[src/rtl/rsp_ring_pkg.sv]
package rsp_ring_pkg;

    localparam int EXT_TGT_W     = 4;
    localparam int EXT_UNSOL_BIT = 4;

    typedef struct packed {
        logic [31:0] ext;
        logic [31:0] resp;
    } ring_entry_t;

    typedef enum logic [1:0] {
        KIND_EVENT,
        KIND_REPLY,
        KIND_BADTGT,
        KIND_ORPHAN
    } entry_kind_t;

endpackage

[src/rtl/rsp_entry_classify.sv]
module rsp_entry_classify
    import rsp_ring_pkg::*;
#(
    parameter  int NUM_TGT = 4,
    localparam int TGT_W   = (NUM_TGT > 1) ? $clog2(NUM_TGT) : 1
) (
    input  logic [EXT_UNSOL_BIT:0] ext_lo,
    input  logic [NUM_TGT-1:0]     pend_nz,
    output entry_kind_t            kind,
    output logic [EXT_TGT_W-1:0]   tgt
);

    // Range check first: an invalid target is spurious whatever the flag says.
    always_comb begin
        tgt = ext_lo[EXT_TGT_W-1:0];
        if (int'(tgt) >= NUM_TGT)
            kind = KIND_BADTGT;
        else if (ext_lo[EXT_UNSOL_BIT])
            kind = KIND_EVENT;
        else if (pend_nz[tgt[TGT_W-1:0]])
            kind = KIND_REPLY;
        else
            kind = KIND_ORPHAN;
    end

endmodule

[src/rtl/rsp_tgt_track.sv]
module rsp_tgt_track #(
    parameter  int NUM_TGT = 4,
    parameter  int CNT_W   = 8,
    parameter  int RESP_W  = 32,
    localparam int TGT_W   = (NUM_TGT > 1) ? $clog2(NUM_TGT) : 1
) (
    input  logic              clk,
    input  logic              rst_n,
    input  logic              inc_en,
    input  logic [TGT_W-1:0]  inc_tgt,
    input  logic              dec_en,
    input  logic [TGT_W-1:0]  dec_tgt,
    input  logic [RESP_W-1:0] dec_resp,
    input  logic [TGT_W-1:0]  qry_tgt,
    output logic [NUM_TGT-1:0] pend_nz,
    output logic              qry_done,
    output logic [RESP_W-1:0] qry_resp
);

    typedef struct packed {
        logic [NUM_TGT-1:0][CNT_W-1:0]  cnt;
        logic [NUM_TGT-1:0][RESP_W-1:0] resp;
    } track_st_t;

    track_st_t st_d, st_q;
    logic [NUM_TGT-1:0] inc_hit;
    logic [NUM_TGT-1:0] dec_hit;

    for (genvar i = 0; i < NUM_TGT; i++) begin : g_tgt
        assign inc_hit[i] = inc_en && (inc_tgt == TGT_W'(i));
        assign dec_hit[i] = dec_en && (dec_tgt == TGT_W'(i));
        assign pend_nz[i] = (st_q.cnt[i] != '0);

        // a decrement is only issued against a pending target
        p_dec_pending_r6: assert property (@(posedge clk) disable iff (!rst_n)
            dec_hit[i] |-> st_q.cnt[i] != '0);

        // increment and decrement together cancel
        p_inc_dec_cancel_r8: assert property (@(posedge clk) disable iff (!rst_n)
            (inc_hit[i] && dec_hit[i]) |=> st_q.cnt[i] == $past(st_q.cnt[i]));
    end

    always_comb begin
        st_d = st_q;
        for (int i = 0; i < NUM_TGT; i++) begin
            if (inc_hit[i] && !dec_hit[i])
                st_d.cnt[i] = st_q.cnt[i] + 1'b1;
            else if (dec_hit[i] && !inc_hit[i])
                st_d.cnt[i] = st_q.cnt[i] - 1'b1;
            if (dec_hit[i])
                st_d.resp[i] = dec_resp;
        end
    end

    always_ff @(posedge clk or negedge rst_n) begin
        if (!rst_n)
            st_q <= '0;
        else
            st_q <= st_d;
    end

    assign qry_done = (st_q.cnt[qry_tgt] == '0);
    assign qry_resp = st_q.resp[qry_tgt];

endmodule

[src/rtl/rsp_ring_drain.sv]
module rsp_ring_drain
    import rsp_ring_pkg::*;
#(
    parameter  int RING_AW = 8,
    parameter  int NUM_TGT = 4,
    parameter  int CNT_W   = 8,
    parameter  int WP_W    = 16,
    localparam int TGT_W   = (NUM_TGT > 1) ? $clog2(NUM_TGT) : 1
) (
    input  logic                 clk,
    input  logic                 rst_n,
    input  logic [WP_W-1:0]      hw_wp,
    output logic [RING_AW-1:0]   rd_idx,
    input  logic [63:0]          rd_entry,
    input  logic                 cmd_inc,
    input  logic [TGT_W-1:0]     cmd_tgt,
    output logic                 evt_valid,
    input  logic                 evt_ready,
    output logic [31:0]          evt_resp,
    output logic [31:0]          evt_ext,
    output logic                 spur_valid,
    output logic                 spur_bad_tgt,
    output logic [EXT_TGT_W-1:0] spur_tgt,
    input  logic [TGT_W-1:0]     qry_tgt,
    output logic                 qry_done,
    output logic [31:0]          qry_resp
);

    localparam logic [WP_W-1:0] WP_DEAD = '1;

    typedef struct packed {
        logic [RING_AW-1:0]   rp;
        logic [RING_AW-1:0]   seen;
        logic                 spur_v;
        logic                 spur_bad;
        logic [EXT_TGT_W-1:0] spur_tgt;
    } drain_st_t;

    drain_st_t            st_d, st_q;
    ring_entry_t          ent;
    entry_kind_t          kind;
    logic [EXT_TGT_W-1:0] ent_tgt;
    logic [NUM_TGT-1:0]   pend_nz;
    logic                 busy;
    logic                 consume;
    logic                 dec_en;

    assign ent    = rd_entry;
    assign rd_idx = st_q.rp + 1'b1;

    rsp_entry_classify #(.NUM_TGT(NUM_TGT)) u_classify (
        .ext_lo  (ent.ext[EXT_UNSOL_BIT:0]),
        .pend_nz (pend_nz),
        .kind    (kind),
        .tgt     (ent_tgt)
    );

    rsp_tgt_track #(.NUM_TGT(NUM_TGT), .CNT_W(CNT_W), .RESP_W(32)) u_track (
        .clk      (clk),
        .rst_n    (rst_n),
        .inc_en   (cmd_inc),
        .inc_tgt  (cmd_tgt),
        .dec_en   (dec_en),
        .dec_tgt  (ent_tgt[TGT_W-1:0]),
        .dec_resp (ent.resp),
        .qry_tgt  (qry_tgt),
        .pend_nz  (pend_nz),
        .qry_done (qry_done),
        .qry_resp (qry_resp)
    );

    always_comb begin
        busy     = (st_q.rp != st_q.seen);
        consume  = busy && ((kind != KIND_EVENT) || evt_ready);
        dec_en   = consume && (kind == KIND_REPLY);
        st_d          = st_q;
        st_d.spur_v   = 1'b0;
        st_d.spur_bad = 1'b0;
        // A new pointer is only taken once the previous batch is drained.
        if (!busy && (hw_wp != WP_DEAD) && (hw_wp[RING_AW-1:0] != st_q.seen))
            st_d.seen = hw_wp[RING_AW-1:0];
        if (consume) begin
            st_d.rp = st_q.rp + 1'b1;
            if ((kind == KIND_BADTGT) || (kind == KIND_ORPHAN)) begin
                st_d.spur_v   = 1'b1;
                st_d.spur_bad = (kind == KIND_BADTGT);
                st_d.spur_tgt = ent_tgt;
            end
        end
    end

    always_ff @(posedge clk or negedge rst_n) begin
        if (!rst_n)
            st_q <= '0;
        else
            st_q <= st_d;
    end

    assign evt_valid    = busy && (kind == KIND_EVENT);
    assign evt_resp     = ent.resp;
    assign evt_ext      = ent.ext;
    assign spur_valid   = st_q.spur_v;
    assign spur_bad_tgt = st_q.spur_bad;
    assign spur_tgt     = st_q.spur_tgt;

    p_rp_step_r2: assert property (@(posedge clk) disable iff (!rst_n)
        !$stable(st_q.rp) |-> st_q.rp == $past(st_q.rp) + 1'b1);

    p_idle_hold_r2: assert property (@(posedge clk) disable iff (!rst_n)
        !busy |=> $stable(st_q.rp));

    p_dead_wp_r3: assert property (@(posedge clk) disable iff (!rst_n)
        (!busy && hw_wp == WP_DEAD) |=> $stable(st_q.seen) && $stable(st_q.rp));

    p_evt_hold_r4: assert property (@(posedge clk) disable iff (!rst_n)
        (evt_valid && !evt_ready) |=> $stable(st_q.rp));

    p_spur_cause_r5: assert property (@(posedge clk) disable iff (!rst_n)
        spur_valid |-> $past(busy) && !$past(evt_valid));

endmodule

[config.mk]
export PLATFORM = sky130hd
export DESIGN_NAME = rsp_ring_drain
export DESIGN_NICKNAME = d
export VERILOG_FILES = /design/src/rtl/rsp_ring_pkg.sv /design/src/rtl/rsp_entry_classify.sv /design/src/rtl/rsp_tgt_track.sv /design/src/rtl/rsp_ring_drain.sv
export SDC_FILE = /design/constraint.sdc
export NUM_CORES = 1
export LEC_CHECK = 0
export ABC_AREA = 0
export ABC_CLOCK_PERIOD_IN_PS = 4300
export BUFFER_PORTS_ARGS = -buffer_cell sky130_fd_sc_hd__buf_2
export CAP_MARGIN = 0
export CORE_UTILIZATION = 51
export CTS_CLUSTER_DIAMETER = 200
export CTS_CLUSTER_SIZE = 30
export DETAILED_ROUTE_END_ITERATION = 10
export PLACE_DENSITY = 0.82
export SYNTH_ARGS = -nofsm -noshare
export SYNTH_HDL_FRONTEND = slang
export SYNTH_SLANG_ARGS = --single-unit
[constraint.sdc]
create_clock -name clk -period 4.3 [get_ports clk]
set_clock_uncertainty 0.2 [all_clocks]
set_input_delay 0.43 -clock clk [delete_from_list [all_inputs] [get_ports clk]]
set_output_delay 0.43 -clock clk [all_outputs]
set_load 0.02 [all_outputs]
==> out/results.tsv, run 1 <==
metric	value	unit
outcome	completed	
ys.warnings.count	0	
hold_viol_final	0	
synth.area.top_cells	dfrtp_1 46%, mux2_2 8.9%, mux4_2 7.3%	
cp_cell_sequence	nor4_1 -> nand2_1 -> a311o_1 -> o211a_2 -> inv_2 -> ha_1 -> inv_1 -> ha_1 -> a21o_1 -> a21o_1 -> a21oi_1 -> or4b_2 -> nand3_1	
hold_class	in2reg	
placementRows	50	
worst_pin_slew	1040	ps
die_area	19900	sq um
drv_cap	0	
port_buffers	145	
grt_overflow_total	0	
critPathMaxFanout	7	
yosysTopAreaCell	dfrtp_1	
finalSetupTns	0	ps
cts_buffer_depth	2	
synth_ff_type	dfrtp_1	
rsz0062_at_grt	no	
cp-start-kind	register	
grt_pass1_wl	32600	microns
area_delta_synth_final	10.8	%
viasPerCell	5.50	
synth_seq_cells	182	
hold_depth	2	
vias	6199	
relSlewSlack	30.5	%
dpl_cell_area	10400	sq um
cp.required	4460	ps
hpwlAfterDp	12700	microns
remaining_drc_errors	0	
cts_tree	built	
firstDrtPassIters	4	
power.total	6.71	mW
die_x	141	microns
final_core_util	58.1	%
slowest_delay	620	ps
stdcell_area	10900	sq um
start_util	52.5	%
p_per_area	613	nW/um^2
async_flop_share	100	%
tritoncts.num_buffers	17	
grt_max_degree	102	
fill_cells	1487	
cp_slowest_cell	or4b_2	
endpoint_kind	register	
ys_seq_area_share	46.1	%
fp.dieH	141	microns
p_leak	4.92	nW
io_pins	200	
peakVddDrop	0.280	mV
crit_path_start	u_track.st_q[152]	
path_clk_slew	80	ps
netlist_area	9880	sq um
root_buffer	clkbuf_16	
first_iter_violations	333	
ff_latch_area	4550	sq um
diodes	0	
synth_commonest_cells	182 x dfrtp_1, 78 x mux2_2, 68 x buf_4, 45 x nand2_1, 39 x xnor2_1	
min-delay-start	rd_entry[9]	
reg2regPathDepth	13	
synth_edf_count	0	
post-cts-setup-buffer-count	0	
wirelength	19400	microns
critical_path_class	reg2reg	
arrival	4010	ps
wl_per_cell	17.2	microns
cts.sinks	182	
gp_congestion	0.808	
netlist_instances	778	
syn-mean-instance-area	12.7	sq um
postRouteAntennaNets	0	
finalCriticalPeriod	3850	ps
fin_crit_sh	89.6	%
layout-drive-gt1-share	39.2	%
antenna_found_initial	0	
syn_nets	900	
ctsResizeCount	0	
clock.fmax	259	MHz
grt_pass1_vias	6378	
grt_usage	20.9	%
setup_viol	0	
r2r-start	u_track.st_q[152]	
multi_input_area	4620	sq um
drv_slew	0	
insertion_delay	430	ps
htree_levels	4	
netlist.area_leader.share	46.1	%
yosysMostFrequentCell	dfrtp_1	
nets	976	
coreArea	18800	sq um
synth_cell_types	50	
-- where the power goes --
part	switching [mW]	internal, mW	leakage (nW)
Clock	0.711	0.832	0.279
Sequential	0.423	2.28	2.21
Combinational	1.22	1.25	2.42
-- per-layer routing --
layer	vias to the layer above	share of wire, %	wire, microns	GRT usage (%)
li1	2904	-	-	-
met1	3153	44	8600	27.4
met2	122	51	9950	35.2
met3	20	2.8	534	3.43
met4	0	1.6	301	6.75
met5	-	0	0	0
-- area by class of cell --
cell class	instances	share of cell area, %
multi-input cells	485	42.2
well taps	260	2.97
clock inverters	14	1.28
flip-flops and latches	182	41.6
clock buffers	18	4.01
inverters	14	0.480
repair buffers	154	7.44
-- final timing paths --
| check | to | slack, ps |
|---|---|---|
| worst max-delay path | u_track.st_q[134] | 450 |
| worst min-delay path | u_track.st_q[105] | 70 |
| worst max register to register | u_track.st_q[134] | 450 |
| worst min register to register | u_track.st_q[112] | 290 |
| max in group asynchronous | u_track.st_q[87] | 2470 |
| min in group asynchronous | st_q[14] | 450 |
-- sequential cells by signal, summed over array words and instances, names as in the netlist --
name and cells:
st_q 16, spur_tgt 4, spur_bad_tgt 1, u_track.st_q 160, spur_valid 1
-- cells by family after synthesis --
| logic type | synth area share (%) |
|---|---|
| AND/OR/NAND/NOR | 7.92 |
| flip-flops | 46.1 |
| XOR/XNOR | 4.70 |
| buffers and inverters | 7.27 |
| multiplexers | 24.2 |
| AO/OA/AOI/OAI | 5.16 |
| adder cells (fa/ha/maj) | 4.61 |
-- cells in the final DEF, fill, tap and decap left out, drive strengths merged, types with 3 or more instances in the layout --
cell type    n
dfrtp      182
buf        153
mux2       139
nand2       45
xnor2       39
mux4        32
ha          30
nor2        26
a21oi       22
inv         21
o21ai       19
clkbuf      18
nand3       16
xor2        14
nor3        10
nor4        10
nor3b        9
nand4        8
a21o         8
and3         6
or2          5
o21bai       5
o211ai       5
o2111ai      4
fa           4
nand2b       3
o311ai       3
or4b         3
nor4b        3
a211oi       3
clkinvlp     3
clkinv       3
-- critical path, delay by kind of cell (launching register included) --
kind / cells / cell delay [ps]
flops: 1 / 440
buf+inv: 2 / 200
fa+ha+maj: 2 / 560
compound gates: 5 / 1140
simple gates: 4 / 1250
-- what timing repair did --
action	CTS	global route
hold buffers	1	0
setup endpoints to repair	0	0
endpoints found under the hold margin	99	0
-- through the flow --
step / setup WS (ps) / cells / hold slack [ps]
after CTS: 485 / 1127 / 58.8
after detailed placement: 512 / 1094 / 270
after floorplan: 660 / 778 / -65.6
after global routing: 257 / 1127 / 70.3
final: 446 / 1127 / 74.2
after global placement: 616 / 1094 / 261
Power figures use the tool's default switching activity.
==> run 2, diff against run 1 <==
--- a/config.mk
+++ b/config.mk
@@ -6,14 +6,15 @@
 export NUM_CORES = 1
 export LEC_CHECK = 0
 export ABC_AREA = 0
-export ABC_CLOCK_PERIOD_IN_PS = 4300
+export ABC_CLOCK_PERIOD_IN_PS = 3300
 export BUFFER_PORTS_ARGS = -buffer_cell sky130_fd_sc_hd__buf_2
 export CAP_MARGIN = 0
-export CORE_UTILIZATION = 51
+export CORE_UTILIZATION = 50
 export CTS_CLUSTER_DIAMETER = 200
 export CTS_CLUSTER_SIZE = 30
 export DETAILED_ROUTE_END_ITERATION = 10
-export PLACE_DENSITY = 0.82
+export MAX_ROUTING_LAYER = met4
+export PLACE_DENSITY = 0.84
 export SYNTH_ARGS = -nofsm -noshare
 export SYNTH_HDL_FRONTEND = slang
 export SYNTH_SLANG_ARGS = --single-unit
==> constraint.sdc (replaced) <==
create_clock -name clk -period 3.3 [get_ports clk]
set_clock_uncertainty 0.2 [all_clocks]
set_input_delay 0.33 -clock clk [delete_from_list [all_inputs] [get_ports clk]]
set_output_delay 0.33 -clock clk [all_outputs]
set_load 0.02 [all_outputs]
==> out/results.tsv, run 2 (synthesis results as in run 1) <==
metric	value	unit	change
start_util	50.9	%	was 52.5%
wirelength	21300	microns	was 19400 microns
outcome	completed		unchanged
drv_slew	0		unchanged
p_sw	3.29	mW	was 2.35 mW
vias	6585		was 6199
hold_class	in2reg		unchanged
placed_cells	1124		was 1094
ff_latch_area	4560	sq um	was 4550 sq um
first_iter_violations	231		was 333
path_clk_slew	70	ps	was 80 ps
fp.dieH	143	microns	was 141 microns
r2r_slack	110	ps	was 450 ps
grt_pass1_wl	34300	microns	was 32600 microns
pwr-share-comb	39.2	%	was 36.8%
tritoncts.num_buffers	17		unchanged
switching_share	35.6	%	was 35.1%
reg2regPathDepth	13		unchanged
postRouteAntennaNets	0		unchanged
area_delta_synth_final	19.5	%	was 10.8%
die_x	143	microns	was 141 microns
arrival	3360	ps	was 4010 ps
wl_per_cell	17.8	microns	was 17.2 microns
viasPerCell	5.50		about the same
cts_tree	built		unchanged
grt_max_degree	97		was 102
multi_input_area	4860	sq um	was 4620 sq um
critPathMaxFanout	7		unchanged
cts_buffer_depth	2		unchanged
final_common_cell	dfrtp_1		unchanged
cp-start-kind	register		unchanged
grt_pass1_vias	6853		was 6378
p_per_area	783	nW/um^2	was 613 nW/um^2
fin_cells	1198		was 1127
reg2reg_to	u_track.st_q[134]		unchanged
firstDrtPassIters	4		unchanged
root_buffer	clkbuf_16		unchanged
relSlewSlack	40.7	%	was 30.5%
diodes	0		unchanged
rsz0062_at_grt	yes		was no
hpwlAfterDp	13900	microns	was 12700 microns
remaining_drc_errors	0		unchanged
critical_path_class	reg2reg		unchanged
p_leak	5.25	nW	was 4.92 nW
r2r-start	u_track.st_q[149]		was u_track.st_q[152]
io_pins	200		unchanged
cp.required	3470	ps	was 4460 ps
p_int	5.95	mW	was 4.36 mW
insertion_delay	430	ps	about the same
endpoint_kind	register		unchanged
layout-drive-gt1-share	43.6	%	was 39.2%
crit_path_start	u_track.st_q[149]		was u_track.st_q[152]
peakVddDrop	0.396	mV	was 0.280 mV
fill_cells	1486		was 1487
placementRows	51		was 50
gp_congestion	0.869		was 0.808
clock.fmax	313	MHz	was 259 MHz
hold_viol_final	0		unchanged
drv_cap	0		unchanged
finalCriticalPeriod	3190	ps	was 3850 ps
worst_pin_slew	890	ps	was 1040 ps
crit_end	u_track.st_q[134]		unchanged
p_clk_share	22.0	%	was 23.0%
cts.sinks	182		unchanged
min-delay-start	rd_entry[21]		was rd_entry[9]
dpl_cell_area	10600	sq um	was 10400 sq um
final_cell_mix	177 x dfrtp_1, 144 x buf_2, 78 x mux2_2		was 182 x dfrtp_1, 144 x buf_2, 78 x mux2_2
port_buffers	145		unchanged
grt_overflow_total	0		unchanged
htree_levels	4		unchanged
largest_reg_flops	160		unchanged
coreArea	19400	sq um	was 18800 sq um
top_register	u_track.st_q		unchanged
setup_viol	0		unchanged
fin_crit_sh	96.8	%	was 89.6%
finalSetupTns	0	ps	unchanged
grt_usage	22.6	%	was 20.9%
antenna_found_initial	0		unchanged
die_area	20300	sq um	was 19900 sq um
stdcell_area	11800	sq um	was 10900 sq um
p_seq_share	38.8	%	was 40.2%
nets	1042		was 976
run 2: worst min-delay path by stage:
stage,slack [ps],endpoint,cells after the start
2_1_floorplan,-170,spur_bad_tgt,0
3_3_place_gp,260,u_track.st_q[111],1
3_5_place_dp,270,u_track.st_q[159],1
4_1_cts,2,u_track.st_q[117],2
5_1_grt,10,u_track.st_q[0],2
6_report,10,u_track.st_q[117],2
run 2: power groups by stage:
stage	Clock, mW	Combinational [mW]	Sequential, mW
finish	2.03	3.62	3.59
CTS	2.08	3.44	3.50
global route	2.17	3.97	3.68
detailed placement	0	3.38	3.53
global placement	0	3.26	3.48
floorplan	0	2.68	3.38
run 2: area by class of cell:
type                    count  share of cell area [%]
multi-input cells         485                    41.1
flip-flops and latches    182                    38.6
repair buffers            220                    11.9
clock buffers              18                    3.64
well taps                 265                    2.81
clock inverters            14                    1.40
inverters                  14                   0.509
run 2: critical path, cell delays in order (launching register included):
cell and delay [ps]:
dfrtp_1 430, nor4_4 340, a21oi_2 110, a311o_1 330, o211a_4 260, inv_4 50, ha_4 140, inv_6 60
ha_4 290, a21o_1 110, a21o_1 160, a21oi_2 80, or4b_4 470, nand3_1 90
run 2: per-layer routing:
metal	wire length (microns)	vias to the layer above	share of wire, %	track usage [%]
li1	-	3027	-	-
met1	8840	3353	41	26.7
met2	11100	170	52	38.3
met3	809	35	3.8	3.53
met4	578	0	2.7	9.39
met5	0	-	0	-
run 2: repair_timing:
action                                  CTS  global route
endpoints found under the hold margin   202             0
endpoints found under the setup margin    2            11
pin swaps                                 0            13
cloned                                    0             0
buffers inserted                          0             4
hold buffers                             38             0
gates resized for setup                   1            36
run 2: metrics by stage:
stage / hold slack, ps / power [mW] / setup WS, ps / utilization [%]
final: 13.2 / 9.24 / 105 / 60.9
after global routing: 13.9 / 9.82 / -15.4 / 60.9
after CTS: 1.99 / 9.02 / 22.0 / 59.8
after detailed placement: 268 / 6.91 / 30.2 / 54.7
after global placement: 262 / 6.75 / 102 / 54.7
after floorplan: -166 / 6.06 / 9.82 / -
==> run 3, diff against run 2 <==
--- a/config.mk
+++ b/config.mk
@@ -15,6 +15,7 @@
 export DETAILED_ROUTE_END_ITERATION = 10
 export MAX_ROUTING_LAYER = met4
 export PLACE_DENSITY = 0.84
+export RECOVER_POWER = 100
 export SYNTH_ARGS = -nofsm -noshare
 export SYNTH_HDL_FRONTEND = slang
 export SYNTH_SLANG_ARGS = --single-unit
==> out/results.tsv, run 3 (synthesis results as in run 1) <==
metric	value	unit	change
outcome	completed		unchanged
die_area	20300	sq um	unchanged
nets	1042		unchanged
finalSetupTns	0	ps	unchanged
peakVddDrop	0.396	mV	about the same
coreArea	19400	sq um	unchanged
r2r-start	u_track.st_q[145]		was u_track.st_q[149]
hold_viol_final	0		unchanged
multi_input_area	4860	sq um	unchanged
first_iter_violations	235		was 231
layout-drive-gt1-share	43.0	%	was 43.6%
finalCriticalPeriod	3190	ps	about the same
critical_path_class	reg2reg		unchanged
setup_viol	0		unchanged
crit_end	u_track.st_q[134]		unchanged
grt_usage	22.6	%	unchanged
clock.fmax	313	MHz	about the same
min-delay-start	rd_entry[21]		unchanged
path_clk_slew	70	ps	about the same
gp_congestion	0.869		unchanged
cts.sinks	182		unchanged
crit_path_start	u_track.st_q[145]		was u_track.st_q[149]
largest_reg_flops	160		unchanged
viasPerCell	5.50		about the same
grt_max_degree	97		unchanged
rsz0062_at_grt	yes		unchanged
final_cell_mix	177 x dfrtp_1, 138 x buf_2, 78 x mux2_2		was 177 x dfrtp_1, 144 x buf_2, 78 x mux2_2
fill_cells	1490		was 1486
cts_tree	built		unchanged
htree_levels	4		unchanged
dpl_cell_area	10600	sq um	unchanged
wirelength	21300	microns	about the same
final_core_util	60.8	%	was 60.9%
area_delta_synth_final	19.4	%	was 19.5%
placementRows	51		unchanged
final_common_cell	dfrtp_1		unchanged
drv_cap	0		unchanged
worst_pin_slew	889	ps	was 890 ps
remaining_drc_errors	0		unchanged
firstDrtPassIters	5		was 4
top_register	u_track.st_q		unchanged
cp-start-kind	register		unchanged
vias	6590		was 6585
io_pins	200		unchanged
diodes	0		unchanged
arrival	3360	ps	about the same
postRouteAntennaNets	0		unchanged
tritoncts.num_buffers	17		unchanged
critPathMaxFanout	7		unchanged
ff_latch_area	4560	sq um	unchanged
wl_per_cell	17.8	microns	about the same
grt_pass1_vias	6853		unchanged
grt_overflow_total	0		unchanged
endpoint_kind	register		unchanged
r2r_slack	110	ps	about the same
antenna_found_initial	0		unchanged
slowest_delay	470	ps	about the same
cp_cell_sequence	nor4_4 -> a21oi_2 -> a311o_1 -> o211a_4 -> inv_4 -> ha_4 -> inv_6 -> ha_4 -> a21o_1 -> a21o_1 -> a21oi_2 -> or4b_4 -> nand3_1		unchanged
start_util	50.9	%	unchanged
fin_crit_sh	96.7	%	was 96.8%
cp.required	3470	ps	about the same
root_buffer	clkbuf_16		unchanged
p_per_area	783	nW/um^2	about the same
grt_pass1_wl	34300	microns	unchanged
relSlewSlack	40.7	%	about the same
cp_slowest_cell	or4b_4		unchanged
fin_ws	108	ps	was 105 ps
fp.dieH	143	microns	unchanged
insertion_delay	430	ps	about the same
pre_cts_ws	30.2	ps	unchanged
die_x	143	microns	unchanged
reg2reg_to	u_track.st_q[134]		unchanged
hold_class	in2reg		unchanged
stdcell_area	11800	sq um	about the same
port_buffers	145		unchanged
reg2regPathDepth	13		unchanged
whs	14.4	ps	was 13.2 ps
drv_slew	0		unchanged
hpwlAfterDp	13900	microns	unchanged
p_leak	5.23	nW	was 5.25 nW
cts_buffer_depth	2		unchanged
## run 3: per-layer routing
layer	up-vias	part of all wire, %	GRT usage (%)
li1	3029	-	-
met1	3344	41	26.7
met2	183	52	38.3
met3	34	4.1	3.53
met4	0	2.7	9.39
met5	-	0	-
## run 3: worst min-delay path by stage
| stage | end | cells past startpoint |
|---|---|---|
| 3_5_place_dp | u_track.st_q[159] | 1 |
| 3_3_place_gp | u_track.st_q[111] | 1 |
| 6_report | u_track.st_q[117] | 2 |
| 5_1_grt | u_track.st_q[0] | 2 |
| 2_1_floorplan | spur_bad_tgt | 0 |
| 4_1_cts | u_track.st_q[117] | 2 |
## run 3: what timing repair did
action / 4_1_cts / 5_1_grt
gates resized for setup: 1 / 36
setup endpoints to repair: 2 / 11
buffers inserted: 0 / 4
pin swaps: 0 / 13
hold endpoints to repair: 202 / 0
hold buffers: 38 / 0
## run 3: report_power, final
group          total (mW)  switching [mW]  internal, mW
Sequential           3.59           0.615          2.97
Clock                2.03           0.952          1.08
Combinational        3.62            1.72          1.89
Total                9.24            3.29          5.95
## run 3: metrics by stage
stage,power [mW],cells
2_1_floorplan,6.06,778
3_3_place_gp,6.75,1124
3_5_place_dp,6.91,1124
4_1_cts,9.02,1194
5_1_grt,9.81,1198
6_report,9.24,1198
## run 3: critical path: cells and delay by family (launching register included)
| kind | cells | cell delay, ps |
|---|---|---|
| compound gates | 6 | 1050 |
| buf+inv | 2 | 110 |
| fa+ha+maj | 2 | 430 |
| flops | 1 | 440 |
| simple gates | 3 | 890 |
## run 3: area by class of cell
| type | count | area share, % |
|---|---|---|
| Multi-Input combinational cell | 485 | 41.2 |
| Sequential cell | 182 | 38.7 |
| Timing Repair Buffer | 220 | 11.8 |
| Clock buffer | 18 | 3.64 |
| Tap cell | 265 | 2.81 |
| Clock inverter | 14 | 1.40 |
| Inverter | 14 | 0.509 |
